## src/rtl/adc_frame_reader.sv

```systemverilog
module adc_frame_reader #(
  parameter int SYS_HZ    = 20_000_000,
  parameter int HALF_DIV  = 5,
  parameter int WAKE_CYC  = 50,
  parameter int DESEL_CYC = 3,
  parameter int DATA_W    = 12
) (
  input  logic              clk,
  input  logic              rst_n,
  input  logic              start_i,
  output logic              busy_o,
  output logic              cs_n_o,
  output logic              sclk_o,
  input  logic              sdata_i,
  output logic              done_o,
  output logic              chan_o,
  output logic [DATA_W-1:0] result_o,
  output logic              hdr_err_o
);
  localparam int FRAME_W = DATA_W + 4;
  localparam longint F_MIN = 100_000;
  localparam longint F_MAX = 2_170_000;
  localparam longint TWO_H = 2 * longint'(HALF_DIV);
  localparam bit DIV_OK = (HALF_DIV >= 1) &&
                          (longint'(SYS_HZ) >= TWO_H * F_MIN) &&
                          (longint'(SYS_HZ) <= TWO_H * F_MAX);
  localparam int CMAX = (WAKE_CYC > DESEL_CYC) ?
                        ((WAKE_CYC > HALF_DIV) ? WAKE_CYC : HALF_DIV) :
                        ((DESEL_CYC > HALF_DIV) ? DESEL_CYC : HALF_DIV);
  localparam int CW = $clog2(CMAX + 1);
  localparam int BW = $clog2(FRAME_W + 1);

  typedef enum logic [1:0] {S_IDLE, S_WAKE, S_SHIFT, S_GAP} st_t;

  st_t               st;
  logic [CW-1:0]     cnt;
  logic [BW-1:0]     nbit;
  logic [FRAME_W-1:0] sr;

  assign busy_o = (st != S_IDLE);

  always_ff @(posedge clk or negedge rst_n) begin
    if (!rst_n) begin
      st        <= S_IDLE;
      cnt       <= '0;
      nbit      <= '0;
      sr        <= '0;
      cs_n_o    <= 1'b1;
      sclk_o    <= 1'b0;
      done_o    <= 1'b0;
      chan_o    <= 1'b0;
      result_o  <= '0;
      hdr_err_o <= 1'b0;
    end else begin
      done_o <= 1'b0;
      case (st)
        S_IDLE: begin
          if (start_i && DIV_OK) begin
            st     <= S_WAKE;
            cs_n_o <= 1'b0;
            cnt    <= '0;
          end
        end
        S_WAKE: begin
          if (cnt == CW'(WAKE_CYC - 1)) begin
            st   <= S_SHIFT;
            cnt  <= '0;
            nbit <= '0;
          end else begin
            cnt <= cnt + 1'b1;
          end
        end
        S_SHIFT: begin
          if (cnt == CW'(HALF_DIV - 1)) begin
            cnt    <= '0;
            sclk_o <= ~sclk_o;
            if (!sclk_o) begin
              sr   <= {sr[FRAME_W-2:0], sdata_i};
              nbit <= nbit + 1'b1;
            end else if (nbit == BW'(FRAME_W)) begin
              st        <= S_GAP;
              cs_n_o    <= 1'b1;
              done_o    <= 1'b1;
              hdr_err_o <= (sr[FRAME_W-1 -: 3] != 3'b111);
              chan_o    <= sr[DATA_W];
              result_o  <= sr[DATA_W-1:0];
            end
          end else begin
            cnt <= cnt + 1'b1;
          end
        end
        default: begin
          if (cnt == CW'(DESEL_CYC - 1)) begin
            st  <= S_IDLE;
            cnt <= '0;
          end else begin
            cnt <= cnt + 1'b1;
          end
        end
      endcase
    end
  end
endmodule

```

## config.mk

```make
export PLATFORM = sky130hd
export DESIGN_NAME = adc_frame_reader
export DESIGN_NICKNAME = d
export VERILOG_FILES = /design/src/rtl/adc_frame_reader.sv
export SDC_FILE = /design/constraint.sdc
export NUM_CORES = 1
export LEC_CHECK = 0
export ABC_AREA = 1
export BUFFER_PORTS_ARGS = -buffer_cell sky130_fd_sc_hd__clkbuf_2
export CORE_MARGIN = 2
export CORE_UTILIZATION = 45
export CTS_BUF_LIST = sky130_fd_sc_hd__clkbuf_4
export CTS_CLUSTER_DIAMETER = 120
export DETAILED_ROUTE_END_ITERATION = 16
export PLACE_DENSITY_LB_ADDON = 0.08
export SLEW_MARGIN = 15
export SYNTH_ARGS = -nofsm -noshare
export SYNTH_HDL_FRONTEND = slang
export SYNTH_SLANG_ARGS = --single-unit
export TNS_END_PERCENT = 20
```

## constraint.sdc

```tcl
create_clock -name clk -period 1.3 [get_ports clk]
set_input_delay 0.26 -clock clk [delete_from_list [all_inputs] [get_ports clk]]
set_output_delay 0.26 -clock clk [all_outputs]
set_load 0.01 [all_outputs]
```

==> impl_metrics.json <==
{
  "status": "complete, but fails checks",
  "violations": "setup timing",
  "cts-htree-levels": 2,
  "crit_arrival_ns": 1.31,
  "nets": 340,
  "viasPerCell": 4.87,
  "portBuffers": 21,
  "drv_slew": 0,
  "drt_pass1_iterations": 4,
  "grt_max_degree": 38,
  "area_growth_pct": 44.1,
  "hpwl_mm": 3.00,
  "drc": 0,
  "tightest_slew_ns": 0.325,
  "drt_wl_total_mm": 4.72,
  "critPathKind": "flop to output port",
  "irDropWorstVdd_mv": 1.01,
  "final_layout_size_suffix_gt1_share_pct": 42.8,
  "ys_ff_latch": 46,
  "syn_area_um2": 2190,
  "die_h_um": 73.7,
  "power_leakage_nw": 1.54,
  "ioPinCount": 22,
  "crit_fanout": 3,
  "path_clk_slew_ns": 0.14,
  "yosysTopAreaCell": "dfrtp_1",
  "synth_nets": 267,
  "end_kind": "output port",
  "cts_root_buf": "clkbuf_4",
  "dieArea_um2": 5430,
  "avgSynthCellArea_um2": 8.64,
  "fin_crit_ns": 1.57,
  "track_usage_pct": 17.9,
  "clkSinkCount": 46,
  "finalCritPeriodShare_pct": 121,
  "cts_made_buffers": 5,
  "cap_violations": 0,
  "start_util_pct": 46.6,
  "grt_pass1_wl_mm": 7.44,
  "pre_cts_ws_ns": -0.190,
  "clkLatencyLatePin_ns": 0.37,
  "skew_ns": 0.00613,
  "setup_viol": 46,
  "power_density_nw_per_um2": 1590,
  "clock.fmax_mhz": 636,
  "grt_pass1_vias": 1630,
  "tritoncts": "yes",
  "clk_path_buf_depth": 2,
  "drt_iter0_markers": 76,
  "drtAntennaViolNets": 0,
  "grt_antenna_before_repair": 0,
  "rsz0062_at_grt": "yes",
  "die_w_um": 73.7,
  "coreArea_um2": 4690,
  "grt_overflow_total": 0,
  "finalHoldViolations": 0,
  "tns_ns": -7.02,
  "synth_top_area_share_pct": 51.5,
  "synth_cells": 253,
  "diodes": 0,
  "ys_types": 25,
  "fill_cells": 381,
  "start_kind": "flop",
  "setup_ws_ns": -0.273,
  "cp_data_required_time_ns": 1.04,
  "gp_congestion": 0.792,
  "ys_seq_area_share_pct": 52.7,
  "yosysWarnings": 0,
  "min_path_type": "primary input to flop",
  "vias": 1854,
  "std_cell_rows": 25,
  "relSlewSlack_pct": 78.3,
  "avgRoutedWirePerCell_um": 12.4,
  "synth_area_leaders": "dfrtp_1 (51%), nand2_1 (12%), inv_1 (6.0%)"
}
## flip-flops by register name (all words and copies together), names as in the netlist
register / count
result_o: 12
cnt: 6
nbit: 5
done_o: 1
st: 2
cs_n_o: 1
hdr_err_o: 1
sclk_o: 1
chan_o: 1
sr: 16
## through the flow
| stage | std cells | power (mW) | hold WS [ns] | cell area, µm² | utilization (%) |
|---|---|---|---|---|---|
| after global placement | 357 | 3.34 | 0.164 | 2610 | 55.5 |
| after global routing | 381 | 5.35 | 0.123 | 3150 | 67.2 |
| after detailed placement | 357 | 3.36 | 0.173 | 2610 | 55.5 |
| after CTS | 376 | 4.63 | 0.121 | 2920 | 62.2 |
| final | 381 | 5.02 | 0.140 | 3150 | 67.2 |
| after floorplan | 253 | 2.58 | -0.0356 | 2190 | - |
## critical path, stage by stage, from the launching register on
cell,delay (ns)
dfrtp_1,0.45
inv_2,0.10
ha_4,0.15
inv_4,0.03
buf_6,0.10
buf_6,0.11
## per-layer routing
metal  routed length (µm)  up-vias  share of wire, %  GRT usage, %
met5                    0        -                 0             0
met4                   85        0               1.8          6.87
met3                  129        8               2.7          4.53
met2                 2180       25                46          26.1
met1                 2330      881                49          25.5
li1                     -      940                 -             -
## cell usage after synthesis
cell,count
nand4_1,3
dfrtp_1,45
nand3_2,1
nand2_2,3
inv_1,35
ha_1,10
o21ai_1,20
nor2_2,1
nor2_4,1
nand2_1,72
inv_2,1
or2_2,1
nor2_1,15
a21oi_1,6
dfstp_2,1
buf_6,4
o21ai_2,3
nand3_1,13
o21ai_0,9
buf_2,2
xnor2_1,1
nand3b_1,1
xor2_1,3
a21o_1,1
nor3_1,1
## kinds of logic (layout without fill, tap and decap cells)
group / after synthesis / in the layout / share of synthesized area (%)
compound gates: 39 / 39 / 9.55
xor+xnor: 4 / 4 / 1.60
buf+inv: 42 / 116 / 8.70
flops: 46 / 46 / 52.7
fa+ha+maj: 10 / 10 / 5.72
simple gates: 112 / 112 / 21.7
## timing repair
action / CTS / global route
gates resized for setup: 36 / 54
buffers inserted: 8 / 5
gates cloned: 2 / 0
hold buffers: 1 / 0
endpoints found under the setup margin: 48 / 49
endpoints found under the hold margin: 8 / 0
pin swaps: 10 / 10
## where the power goes
part           internal, mW  switching, mW  leakage (nW)
clock network         0.427          0.475        0.0419
logic                  1.18           1.27         0.873
registers              1.58         0.0853         0.629
## layout make-up
| class | instances | area [µm²] | share of cell area [%] |
|---|---|---|---|
| clock buffer | 6 | 45.0 | 1.43 |
| clock inverter | 2 | 37.5 | 1.19 |
| inverter | 36 | 148 | 4.68 |
| multi-input combinational | 165 | 1100 | 35.0 |
| sequential | 46 | 1150 | 36.6 |
| tap | 54 | 67.6 | 2.14 |
| timing repair buffer | 72 | 599 | 19.0 |
## layout by cell type, fill, tap and decap left out, types with 8 or more instances in the layout
cell type / Yosys / final
nand2_2: 3 / 13
inv_1: 35 / 25
dfrtp_1: 45 / 45
nor2_1: 15 / 10
o21ai_1: 20 / 23
nand2_4: 0 / 8
clkbuf_2: 0 / 19
nand2_1: 72 / 54
nand3_1: 13 / 9
buf_4: 0 / 40
## path summary, 6_finish.rpt
path / startpoint / cells past startpoint / to / slack [ns]
setup reg to reg: cnt[0] / 10 / hdr_err_o / -0.24
hold reg to reg: sr[15] / 2 / sr[15] / 0.50
setup / recovery: st[1] / 5 / busy_o / -0.27
hold / removal: sdata_i / 3 / sr[0] / 0.14
min in group asynchronous: rst_n / 2 / nbit[3] / 0.30
max in group asynchronous: rst_n / 3 / cnt[3] / 0.51
(Power assumes the default switching activity.)
